File: config.mk
export PLATFORM = sky130hd
export DESIGN_NAME = spi_xfer_seq
export DESIGN_NICKNAME = d
export VERILOG_FILES = /design/src/rtl/spi_xfer_seq_pkg.sv /design/src/rtl/spi_xfer_shifter.sv /design/src/rtl/spi_xfer_csel.sv /design/src/rtl/spi_xfer_seq.sv
export SDC_FILE = /design/constraint.sdc
export NUM_CORES = 1
export LEC_CHECK = 0
export BUFFER_PORTS_ARGS = -buffer_cell sky130_fd_sc_hd__clkbuf_2
export CAP_MARGIN = 15
export CORE_MARGIN = 2
export CORE_UTILIZATION = 30
export DETAILED_ROUTE_END_ITERATION = 12
export PLACE_DENSITY_LB_ADDON = 0.25
export SLEW_MARGIN = 5
export SYNTH_ARGS = -nofsm -noshare
export SYNTH_HDL_FRONTEND = slang
export SYNTH_SLANG_ARGS = --single-unit
File: constraint.sdc
create_clock -name clk -period 2.55 [get_ports clk]
set_input_delay 0.51 -clock clk [delete_from_list [all_inputs] [get_ports clk]]
set_output_delay 0.51 -clock clk [all_outputs]
set_load 0.05 [all_outputs]
File: src/rtl/spi_xfer_seq_pkg.sv
package spi_xfer_seq_pkg;

    // Register addresses
    localparam logic [1:0] RA_CTRL  = 2'd0;
    localparam logic [1:0] RA_TOTAL = 2'd1;
    localparam logic [1:0] RA_TXCNT = 2'd2;
    localparam logic [1:0] RA_STAT  = 2'd3;

    // Writable control bits
    localparam logic [31:0] CTRL_WMASK = 32'h8000_11F7;
    localparam int          DONE_BIT   = 12;

    typedef struct packed {
        logic        start;
        logic [17:0] rsv_hi;
        logic        lsb_first;
        logic [2:0]  rsv_mid;
        logic        rx_discard;
        logic        man_level;
        logic        man_sel;
        logic [1:0]  sel_idx;
        logic        rsv_lo;
        logic        sel_pol;
        logic        clk_idle;
        logic        clk_phase;
    } ctrl_t;

    typedef enum logic [1:0] {
        SQ_IDLE  = 2'd0,
        SQ_LOAD  = 2'd1,
        SQ_SHIFT = 2'd2
    } seq_state_e;

endpackage

File: src/rtl/spi_xfer_shifter.sv
module spi_xfer_shifter #(
    parameter int WORD_W = 8
) (
    input  logic              clk,
    input  logic              rst_n,
    input  logic              tick,
    input  logic              cpol,
    input  logic              cpha,
    input  logic              lsb_first,
    input  logic              load,
    input  logic [WORD_W-1:0] load_word,
    input  logic              miso,
    output logic              sclk,
    output logic              mosi,
    output logic              word_done,
    output logic [WORD_W-1:0] rx_word
);
    localparam int PH_W  = $clog2(2 * WORD_W);
    localparam int BIT_W = $clog2(WORD_W);
    localparam logic [PH_W-1:0]  PH_LAST  = PH_W'(2 * WORD_W - 1);
    localparam logic [BIT_W-1:0] BIT_LAST = BIT_W'(WORD_W - 1);

    typedef struct packed {
        logic              busy;
        logic [PH_W-1:0]   ph;
        logic              sclk;
        logic              mosi;
        logic              done;
        logic [WORD_W-1:0] tx;
        logic [WORD_W-1:0] rx;
    } sh_t;

    sh_t q, d;

    function automatic logic pick(input logic [WORD_W-1:0] w, input logic [BIT_W-1:0] k,
                                  input logic lsb);
        return lsb ? w[k] : w[BIT_LAST - k];
    endfunction

    logic [BIT_W-1:0] bit_k;
    logic             leading;
    logic [WORD_W-1:0] rx_in;

    always_comb begin
        bit_k   = q.ph[PH_W-1:1];
        leading = ~q.ph[0];
        rx_in   = lsb_first ? {miso, q.rx[WORD_W-1:1]} : {q.rx[WORD_W-2:0], miso};
        d       = q;
        d.done  = 1'b0;
        if (!q.busy) begin
            d.sclk = cpol;
            if (load) begin
                d.busy = 1'b1;
                d.ph   = '0;
                d.tx   = load_word;
                if (!cpha) d.mosi = pick(load_word, '0, lsb_first);
            end
        end else if (tick) begin
            d.sclk = ~q.sclk;
            if (leading) begin
                if (cpha) d.mosi = pick(q.tx, bit_k, lsb_first);
                else      d.rx   = rx_in;
            end else begin
                if (cpha)                   d.rx   = rx_in;
                else if (bit_k != BIT_LAST) d.mosi = pick(q.tx, bit_k + 1'b1, lsb_first);
            end
            if (q.ph == PH_LAST) begin
                d.busy = 1'b0;
                d.done = 1'b1;
            end else begin
                d.ph = q.ph + 1'b1;
            end
        end
    end

    always_ff @(posedge clk or negedge rst_n) begin
        if (!rst_n) q <= '0;
        else        q <= d;
    end

    assign sclk      = q.sclk;
    assign mosi      = q.mosi;
    assign word_done = q.done;
    assign rx_word   = q.rx;

    // after an even number of toggles SCLK is back at its idle level
    p_sclk_home_r2: assert property (@(posedge clk) disable iff (!rst_n)
        q.done |-> (q.sclk == cpol));

endmodule

File: src/rtl/spi_xfer_csel.sv
module spi_xfer_csel #(
    parameter int NCS = 4
) (
    input  logic           active,
    input  logic [1:0]     sel_idx,
    input  logic           sel_pol,
    input  logic           man_sel,
    input  logic           man_level,
    output logic [NCS-1:0] cs
);
    for (genvar i = 0; i < NCS; i++) begin : g_line
        logic hit;
        assign hit   = (sel_idx == 2'(i));
        assign cs[i] = man_sel ? (hit ? man_level : ~sel_pol)
                               : ((hit && active) ? sel_pol : ~sel_pol);
    end
endmodule

File: src/rtl/spi_xfer_seq.sv
module spi_xfer_seq
    import spi_xfer_seq_pkg::*;
#(
    parameter int NCS    = 4,
    parameter int CNT_W  = 24,
    parameter int WORD_W = 8
) (
    input  logic              clk,
    input  logic              rst_n,
    input  logic              reg_wr,
    input  logic [1:0]        reg_addr,
    input  logic [31:0]       reg_wdata,
    output logic [31:0]       ctrl_rd,
    output logic [31:0]       status_rd,
    input  logic              tx_valid,
    input  logic [WORD_W-1:0] tx_data,
    output logic              tx_rd,
    output logic              rx_wr,
    output logic [WORD_W-1:0] rx_data,
    input  logic              sclk_tick,
    output logic              spi_sclk,
    output logic              spi_mosi,
    input  logic              spi_miso,
    output logic [NCS-1:0]    spi_cs
);
    typedef struct packed {
        seq_state_e       st;
        ctrl_t            ctrl;
        logic [CNT_W-1:0] total;
        logic [CNT_W-1:0] txcnt;
        logic [CNT_W-1:0] idx;
        logic             done;
    } seq_t;

    seq_t q, d;

    logic              need_tx;
    logic              sh_load;
    logic [WORD_W-1:0] sh_word;
    logic              word_done;

    always_comb begin
        d       = q;
        tx_rd   = 1'b0;
        rx_wr   = 1'b0;
        sh_load = 1'b0;
        need_tx = (q.idx < q.txcnt);
        sh_word = need_tx ? tx_data : '0;

        if (reg_wr && reg_addr == RA_STAT && reg_wdata[DONE_BIT]) d.done = 1'b0;

        unique case (q.st)
            SQ_IDLE: begin
                if (reg_wr) begin
                    unique case (reg_addr)
                        RA_CTRL: begin
                            d.ctrl = ctrl_t'(reg_wdata & CTRL_WMASK);
                            if (reg_wdata[31]) begin
                                if (q.total == '0) begin
                                    d.ctrl.start = 1'b0;
                                    d.done       = 1'b1;
                                end else begin
                                    d.st  = SQ_LOAD;
                                    d.idx = '0;
                                end
                            end
                        end
                        RA_TOTAL: d.total = reg_wdata[CNT_W-1:0];
                        RA_TXCNT: d.txcnt = reg_wdata[CNT_W-1:0];
                        default: ;
                    endcase
                end
            end
            SQ_LOAD: begin
                if (!need_tx || tx_valid) begin
                    sh_load = 1'b1;
                    tx_rd   = need_tx;
                    d.st    = SQ_SHIFT;
                end
            end
            SQ_SHIFT: begin
                if (word_done) begin
                    rx_wr = ~q.ctrl.rx_discard;
                    d.idx = q.idx + 1'b1;
                    if (q.idx + 1'b1 == q.total) begin
                        d.st         = SQ_IDLE;
                        d.ctrl.start = 1'b0;
                        d.done       = 1'b1;
                    end else begin
                        d.st = SQ_LOAD;
                    end
                end
            end
            default: d.st = SQ_IDLE;
        endcase
    end

    always_ff @(posedge clk or negedge rst_n) begin
        if (!rst_n) q <= '0;
        else        q <= d;
    end

    spi_xfer_shifter #(.WORD_W(WORD_W)) u_shift (
        .clk       (clk),
        .rst_n     (rst_n),
        .tick      (sclk_tick),
        .cpol      (q.ctrl.clk_idle),
        .cpha      (q.ctrl.clk_phase),
        .lsb_first (q.ctrl.lsb_first),
        .load      (sh_load),
        .load_word (sh_word),
        .miso      (spi_miso),
        .sclk      (spi_sclk),
        .mosi      (spi_mosi),
        .word_done (word_done),
        .rx_word   (rx_data)
    );

    spi_xfer_csel #(.NCS(NCS)) u_csel (
        .active    (q.st != SQ_IDLE),
        .sel_idx   (q.ctrl.sel_idx),
        .sel_pol   (q.ctrl.sel_pol),
        .man_sel   (q.ctrl.man_sel),
        .man_level (q.ctrl.man_level),
        .cs        (spi_cs)
    );

    assign ctrl_rd   = q.ctrl;
    assign status_rd = {{(31-DONE_BIT){1'b0}}, q.done, {DONE_BIT{1'b0}}};

    p_pop_has_data_r4: assert property (@(posedge clk) disable iff (!rst_n)
        tx_rd |-> tx_valid);

    p_discard_no_push_r5: assert property (@(posedge clk) disable iff (!rst_n)
        rx_wr |-> !ctrl_rd[8]);

    p_done_drops_start_r6: assert property (@(posedge clk) disable iff (!rst_n)
        $rose(status_rd[DONE_BIT]) |-> !ctrl_rd[31]);

    p_stall_parks_sclk_r7: assert property (@(posedge clk) disable iff (!rst_n)
        (q.st == SQ_LOAD && $past(q.st) == SQ_LOAD) |-> $stable(spi_sclk));

    p_single_select_r8: assert property (@(posedge clk) disable iff (!rst_n)
        !q.ctrl.man_sel |-> ($countones(~(spi_cs ^ {NCS{q.ctrl.sel_pol}})) <= 1));

    p_cfg_locked_r10: assert property (@(posedge clk) disable iff (!rst_n)
        (q.st != SQ_IDLE) |=> $stable(ctrl_rd[30:0]));

endmodule

Yosys cells after proc, flatten, opt, wreduce, memory -nomap -nowiden
Cells that the tools add are included.

$add $sub $neg: 5. Order comparisons: 5. Bitwise gates (word level): 4. Mux-type cells: 68. Equality and inequality tests: 26. Reductions and logical operators: 25.

Operators by type and width (number): two-way mux 107 bit (1); two-way mux 25 bit (3); two-way mux 24 bit (3); case mux 25 bit (2 select lines) (1); two-way mux 8 bit (6); two-way mux 1 bit (40); two-way mux 34 bit (1); adder 24 x 1 -> 24 bit (second input constant) (1); equality test 24 bit (1); logical NOT 24 bit (1); < comparator 24 bit (1); != test 2 bit (second input constant) (9); AND reduction 6 bit (3); < comparator 3 x 4 -> 1 bit (second input constant) (4); binary-select mux 1 bit (select 3 bit) (4); AND reduction 3 bit (4); equality test 2 bit (second input constant) (5); != test 3 bit (second input constant) (3); != test 2 x 1 -> 1 bit (second input constant) (4); two-way mux 7 bit (1); equality test 2 x 1 -> 1 bit (second input constant) (3); logical AND 1 bit (6); logical NOT 2 bit (3); two-way mux 3 bit (2); other kinds (16) (23).

Bits in registers: 109. Word-level logic and storage cells: 154. Input port bits: 48. Output and inout port bits: 80.

Longest topological paths before layout
Gate-level depths: netlist of run 1.

Depth after elaboration: 10. Mapped depth: 10. Depth with buffers taken out: 9.

Cells and area by module
Synthesis of run 1 repeated with hierarchy kept, for this count alone.

Cells, all modules: 798. Area, all modules: 7334.5 µm².

Modules (own cells, without submodules): spi_xfer_seq (cells an instance 629, area each 5746.8 µm², instances 1, seq. area each 2127.0 µm²); spi_xfer_shifter (cells an instance 155, area each 1506.4 µm², instances 1, seq. area each 600.6 µm²); spi_xfer_csel (cells an instance 14, area each 81.3 µm², instances 1, seq. area each 0.0 µm²).

Least setup slack after synthesis of run 1
OpenSTA, ideal clock, no wires.

Path kind: flip-flop to output port. Start point: register q[19] (netlist bit). End point: output tx_rd. Slack: -0.432 ns. Data arrival time: 2.472 ns. Data required time: 2.040 ns. Buffers on the path: 1. Stages on the path, launching flop included: 9. Cells stage by stage: dfrtp_1 -> ha_1 -> nand4_1 -> nor4_1 -> and4_1 -> a221o_1 -> nor2_1 -> and3_1 -> clkbuf_1.

Cells in the longest elaborated chain, start to end: 5.

RTL lines: start: declaration (RTL line spi_xfer_seq.sv:35) `seq_t q, d;`; start signal: assignment (RTL line spi_xfer_seq.sv:99) `if (!rst_n) q <= '0;`; start signal: assignment (RTL line spi_xfer_seq.sv:100) `else q <= d;`; < comparator 24 bit (*) (RTL line spi_xfer_seq.sv:47) `need_tx = (q.idx < q.txcnt);`; logical NOT 1 bit (RTL line spi_xfer_seq.sv:75) `if (!need_tx || tx_valid) begin`; logical OR 1 bit (RTL line spi_xfer_seq.sv:75); two-way mux 1 bit (*) (RTL line spi_xfer_seq.sv:75); two-way mux 1 bit (*) (RTL line spi_xfer_seq.sv:52) `unique case (q.st)`; end: declaration (RTL line spi_xfer_seq.sv:17) `output logic tx_rd,`.

Every way passes the cells marked *; elsewhere a longest branch is shown, timed or not.

Worst setup path in the final report of run 1
Start point: register q[18] (netlist bit). End point: output tx_rd.

Same word-level chain as after synthesis.

==> flow_summary.ini, run 1 <==
[detailed_routing]
drt_iter0_markers = 320
drtPass1Iterations = 4
vias = 5591
detail_route.wirelength_um = 18570
avgViaCountPerCell = 4.812
drc = 0
avgRoutedWirePerCell_um = 15.98
ant_nets = 0

[global_routing]
grt_max_degree = 41
use_met3 = 0.01955
grt_use_met1 = 0.2159
antenna_found_initial = 0
grt_busiest_layer = met2
grt_pass1_vias = 5329
grt-ovfl-total = 0
grtUsageMet2 = 0.2437
track_usage = 0.1546
grt_pass1_wl_um = 29530

[synthesis]
synth_edf_count = 0
yosysTopAreaCell = dfrtp_1
ys_top_cells_by_area = dfrtp_1, mux2_2, buf_4
synth-simple-area-share = 0.1496
yosys_warnings = 0
synth_top_area_frac = 0.3882
synth-seq-cells = 109
synth_compound_area_frac = 0.1230
synthMuxAreaShare = 0.1348
synth_cells = 705
synth_xor_area_frac = 0.04363
synth_area_um2 = 7027
yosysSeqAreaShare = 0.3882
synthFlopType = dfrtp_1
avgSynthCellArea_um2 = 9.967
yosysMostFrequentCell = dfrtp_1
synth_top_family_by_area = simple AND/OR/NAND/NOR gates
synth.distinct_cells = 68
synth_fa_ha_area_frac = 0.05164
synth_common_cells = dfrtp_1, buf_4, mux2_2
async_reset_ff_frac = 1.000

[clocking]
clk_pin_slew_ns = 0.07
clock_latency_ns = 0.36
cts-root-buf = clkbuf_16
numCtsBuffers = 9
cts_tree = built
cts_buffer_depth = 2
hold_buffers = 0
cts.sinks = 109
htreeDepth = 3

[placed_design]
hpwlAfterDp_um = 13890
port_buffers = 67
routabilityCongestion = 0.8483
place_area_um2 = 8077

[worst_setup_path]
arrival_ns = 2.45
crit_path_max_fanout = 3
critPathLaunchType = flip-flop
critical_path_class = flip-flop to output port
cp-end-kind = output port
crit_required_ns = 2.04

[die]
pin_count = 128
start_util = 0.3021
core_um2 = 23260
die_w_um = 157.0
dieArea_um2 = 24660
rows = 56
die_h_um = 157.0

[cells_and_area]
final_nets = 916
drive_gt1_frac = 0.3488
fill_cells = 2367
syn_to_final_growth_pct = 24.38
stdcell_area_um2 = 8740
antenna_cells = 0

[sta]
min_period_ns = 2.956
final-setup-viol-count = 3
tns_ns = -0.4973
slew_viol_final = 0
clock_skew_ns = 0.01104
setup_slack_ns = -0.4063
grt_setup_unrepaired = yes
fmax_mhz = 338.3
finalCritPeriodShare = 1.159
hold_violations = 0

[hold_path]
hold_class = input port to asynchronous set/reset pin

[run]
maxCapViolations = 0

[pwr]
p_leak_nw = 4.080
peakVddDrop_v = 0.0008613
p_per_area_nw_per_um2 = 970.3

[outcome]
status = complete, but fails checks
violations = negative setup slack
[cells by family after synthesis]
group | Yosys count
mux | 75
simple gates | 194
buf+inv | 127
flops | 109
other cells | 1
fa+ha+maj | 29
compound gates | 135
xor+xnor | 35
[worst max-delay path, stage by stage, from the launching register on]
cell and delay, ns:
dfrtp_1 0.42, ha_4 0.28, nand4_1 0.22, nor4_4 0.34
and4_1 0.23, a221o_1 0.21, nor2_4 0.05, and3_4 0.18
clkbuf_16 0.17
[worst paths after layout]
kind / startpoint / endpoint / slack [ns] / cells past startpoint
worst max register to register: q[7] / q[105] / -0.07 / 13
worst min-delay path: rst_n / q[19] / 0.09 / 1
worst max-delay path: q[18] / tx_rd / -0.41 / 8
worst min register to register: q[35] / q[35] / 0.50 / 1
max in group asynchronous: rst_n / q[12] / 1.75 / 2
min in group clk: tx_data[6] / u_shift.q[14] / 0.37 / 3
[timing repair]
item | in CTS | in global routing
pin swaps | 15 | 24
endpoints found under the setup margin | 8 | 23
resized for setup | 28 | 25
buffers inserted | 6 | 11
hold endpoints to repair | 0 | 0
[stage by stage]
| stage | utilization | instances | power [mW] | hold WS, ns | setup WS [ns] |
|---|---|---|---|---|---|
| after floorplan | - | 757 | 5.993 | 0.2144 | 0.009682 |
| after CTS | 0.3683 | 1157 | 8.441 | 0.1006 | -0.4531 |
| after global routing | 0.3757 | 1162 | 9.064 | 0.1158 | -0.4801 |
| after detailed placement | 0.3472 | 1138 | 6.876 | 0.4880 | -0.2376 |
| final | 0.3757 | 1162 | 8.480 | 0.09292 | -0.4063 |
| after global placement | 0.3472 | 1138 | 6.826 | 0.4877 | -0.2664 |
[cells in the final DEF, fill, tap and decap left out, types with 4 or more instances in the layout]
| master | instances |
|---|---|
| o41ai_1 | 4 |
| xor2_1 | 12 |
| nor4_4 | 5 |
| a32o_1 | 5 |
| xnor2_1 | 22 |
| a21oi_1 | 27 |
| conb_1 | 53 |
| mux2_2 | 57 |
| and4_1 | 4 |
| and3_1 | 10 |
| nor3_1 | 6 |
| nand2_1 | 53 |
| o31ai_1 | 13 |
| o21ai_0 | 24 |
| nand2b_1 | 5 |
| dfrtp_2 | 4 |
| and2_1 | 5 |
| o22ai_1 | 4 |
| clkbuf_2 | 65 |
| ha_1 | 22 |
| nand4b_1 | 4 |
| ha_4 | 6 |
| mux2i_1 | 8 |
| clkbuf_16 | 10 |
| nand3_1 | 20 |
| a21o_1 | 4 |
| inv_1 | 29 |
| mux4_2 | 10 |
| buf_4 | 91 |
| dfrtp_1 | 105 |
| o21ai_1 | 22 |
| nor4_1 | 8 |
| nor2_1 | 27 |
| nand4_1 | 18 |
| buf_6 | 9 |
[area by class of cell]
type                            instances  area (µm²)  area share
Clock inverter                          5       60.06    0.006872
Inverter                               29       108.9     0.01246
Timing Repair Buffer                  169        1195      0.1367
Multi-Input combinational cell        521        4015      0.4594
Clock buffer                           10       229.0     0.02620
Tap cell                              319       399.1     0.04567
Sequential cell                       109        2733      0.3127
[metal layers]
metal	up-vias	wire, µm
li1	2714	-
met1	2712	8802
met2	143	8510
met3	22	820
met4	0	435
met5	-	0
[registers in the layout (all words and copies together), names as in the netlist, 3 cells and up]
| register | flops |
|---|---|
| q | 74 |
| ctrl_rd | 10 |
| u_shift.q | 10 |
| u_shift.rx_word | 8 |
| u_shift.bit_k | 3 |
[where the power goes]
part | switching (mW) | internal [mW]
logic | 2.39 | 1.68
clock network | 0.667 | 0.762
registers | 0.627 | 2.35
total | 3.69 | 4.79
(Power assumes the default switching activity.)
==> inputs of run 2 (changes only) <==
--- a/config.mk
+++ b/config.mk
@@ -8,3 +8,3 @@
 export BUFFER_PORTS_ARGS = -buffer_cell sky130_fd_sc_hd__clkbuf_2
-export CAP_MARGIN = 15
+export CAP_MARGIN = 20
 export CORE_MARGIN = 2
==> constraint.sdc (replaced) <==
create_clock -name clk -period 2.55 [get_ports clk]
set_input_delay 0.255 -clock clk [delete_from_list [all_inputs] [get_ports clk]]
set_output_delay 0.255 -clock clk [all_outputs]
set_load 0.05 [all_outputs]
==> run 2 against run 1 <==
  * The run still ends with negative setup slack left
  * First-iteration DRC count grew 5.9%
  * Worst setup slack improved by 0.28 ns
  * Cell area is 1.4% lower
  * Die area stayed put
  * Total power fell by 1.3%
  * Sequential share of layout area grew 0.39 points
  * Global-route usage is 0.14 points lower
  * Non-clock buffer count decreased by 1
  * Largest cell class unchanged
  * Sequential cell count did not move
==> flow_summary.ini, run 2 (same netlist as run 1, synthesis figures left out) <==
[worst_setup_path]
cp_num_buf_inv = 1
r2r_setup_slack_ns = -0.03
critPathLaunchType = flip-flop
r2r_end = q[105]
crit_path_max_fanout = 3
cp_slowest_cell = dfrtp_1
rr_startpoint = q[2]
ff2ff_path_depth = 9
arrival_ns = 2.43
path_cells = ha_4, nand4_1, nor4_4, and4_1, a221o_1, nor2_2, and3_4, clkbuf_16
crit_required_ns = 2.30
crit_family = simple AND/OR/NAND/NOR gates
cp-end-kind = output port
critical_path_class = flip-flop to output port
cpPeakStageDelay_ns = 0.41

[die]
die_w_um = 157.0
start_util = 0.3021
dieArea_um2 = 24660
die_h_um = 157.0
core_um2 = 23260
rows = 56
pin_count = 128

[sta]
worst_pin_slew_ns = 0.5844
fmax_mhz = 373.1
grt_setup_unrepaired = yes
hold_violations = 0
slew_viol_final = 0
slew_headroom = 0.6104
finalCritPeriodShare = 1.051
min_period_ns = 2.680
final-setup-viol-count = 2
setup_slack_ns = -0.1303
clock_skew_ns = 0.01354
finalHoldWorstSlack_ns = 0.1159

[clocking]
clk_pin_slew_ns = 0.08
cts-root-buf = clkbuf_16
cts_tree = built
clock_latency_ns = 0.37
cts_buffer_depth = 2
htreeDepth = 3
numCtsBuffers = 9
cts.sinks = 109

[hold_path]
holdPathStages = 3
hold_path.startpoint = tx_data[7]
hold_class = input port to flip-flop
hold_end = u_shift.q[15]

[cells_and_area]
stdcell_area_um2 = 8616
syn_to_final_growth_pct = 22.61
final_nets = 915
antenna_cells = 0
top_register = q
layout_commonest_cell = dfrtp_1
drive_gt1_frac = 0.3373
final_cell_mix = dfrtp_1, buf_4, clkbuf_2
largest_reg_flops = 74

[detailed_routing]
avgViaCountPerCell = 4.773
drtPass1Iterations = 4
detail_route.wirelength_um = 18280
vias = 5541
drc = 0
drt_iter0_markers = 339
avgRoutedWirePerCell_um = 15.74
ant_nets = 0

[global_routing]
grt_pass1_vias = 5307
grt-ovfl-total = 0
track_usage = 0.1532
grt_pass1_wl_um = 29210
grt_max_degree = 40
antenna_found_initial = 0

[pwr]
p_per_area_nw_per_um2 = 971.1
p_leak_nw = 4.042
peakVddDrop_v = 0.0007858

[placed_design]
hpwlAfterDp_um = 14100
port_buffers = 67
place_area_um2 = 8033
routabilityCongestion = 0.9147
dp_slack_ns = -0.2588

[run]
maxCapViolations = 0

[outcome]
status = complete, but fails checks
violations = negative setup slack
## run 2: timing repair
action                                  CTS  global route
endpoints found under the setup margin    9            14
hold endpoints to repair                 25             0
pin swaps                                12            21
hold buffers                              1             0
gates resized for setup                  21            20
setup buffers                             4             5
## run 2: how the worst max path moves through the flow
stage               startpoint       endpoint  slack, ns  depth (start not counted)
detailed placement        q[3]    ctrl_rd[31]      -0.26                         11
global placement          q[3]    ctrl_rd[31]      -0.30                         11
CTS                      q[20]          tx_rd      -0.25                          8
floorplan                q[19]  u_shift.q[11]       0.03                          9
finish                   q[20]          tx_rd      -0.13                          8
global route             q[41]          tx_rd      -0.24                          9
## run 2: layout make-up
cell class	count	area (µm²)
flip-flops and latches	109	2728
well taps	319	399.1
inverters	29	108.9
repair buffers	168	1151
fillers	2387	14650
clock buffers	11	252.7
clock inverters	4	31.28
multi-input cells	521	3945
## run 2: power breakdown
group	total, mW	switching (mW)	internal (mW)
combinational	4.01	2.37	1.64
sequential	2.97	0.615	2.35
clock	1.39	0.671	0.717
## run 2: per-stage QoR
| step | TNS [ns] | power [mW] | instances | utilization |
|---|---|---|---|---|
| 6_report | -0.1585 | 8.367 | 1161 | 0.3704 |
| 5_1_grt | -0.5516 | 8.986 | 1161 | 0.3704 |
| 4_1_cts | -0.2457 | 8.337 | 1156 | 0.3642 |
| 3_5_place_dp | -0.7695 | 6.862 | 1138 | 0.3453 |
| 3_3_place_gp | -0.7934 | 6.814 | 1138 | 0.3453 |
| 2_1_floorplan | 0 | 5.978 | 757 | - |
## run 2: metal layers
layer	track usage	wire length [µm]
met1	0.2168	8891
met2	0.2387	8416
met3	0.02175	633
met4	0.05541	335
met5	0	0
## run 2: tightest hold or removal path, cell delays in order
cell      delay (ns)
clkbuf_2        0.09
nand3_1         0.06
nand2_1         0.05
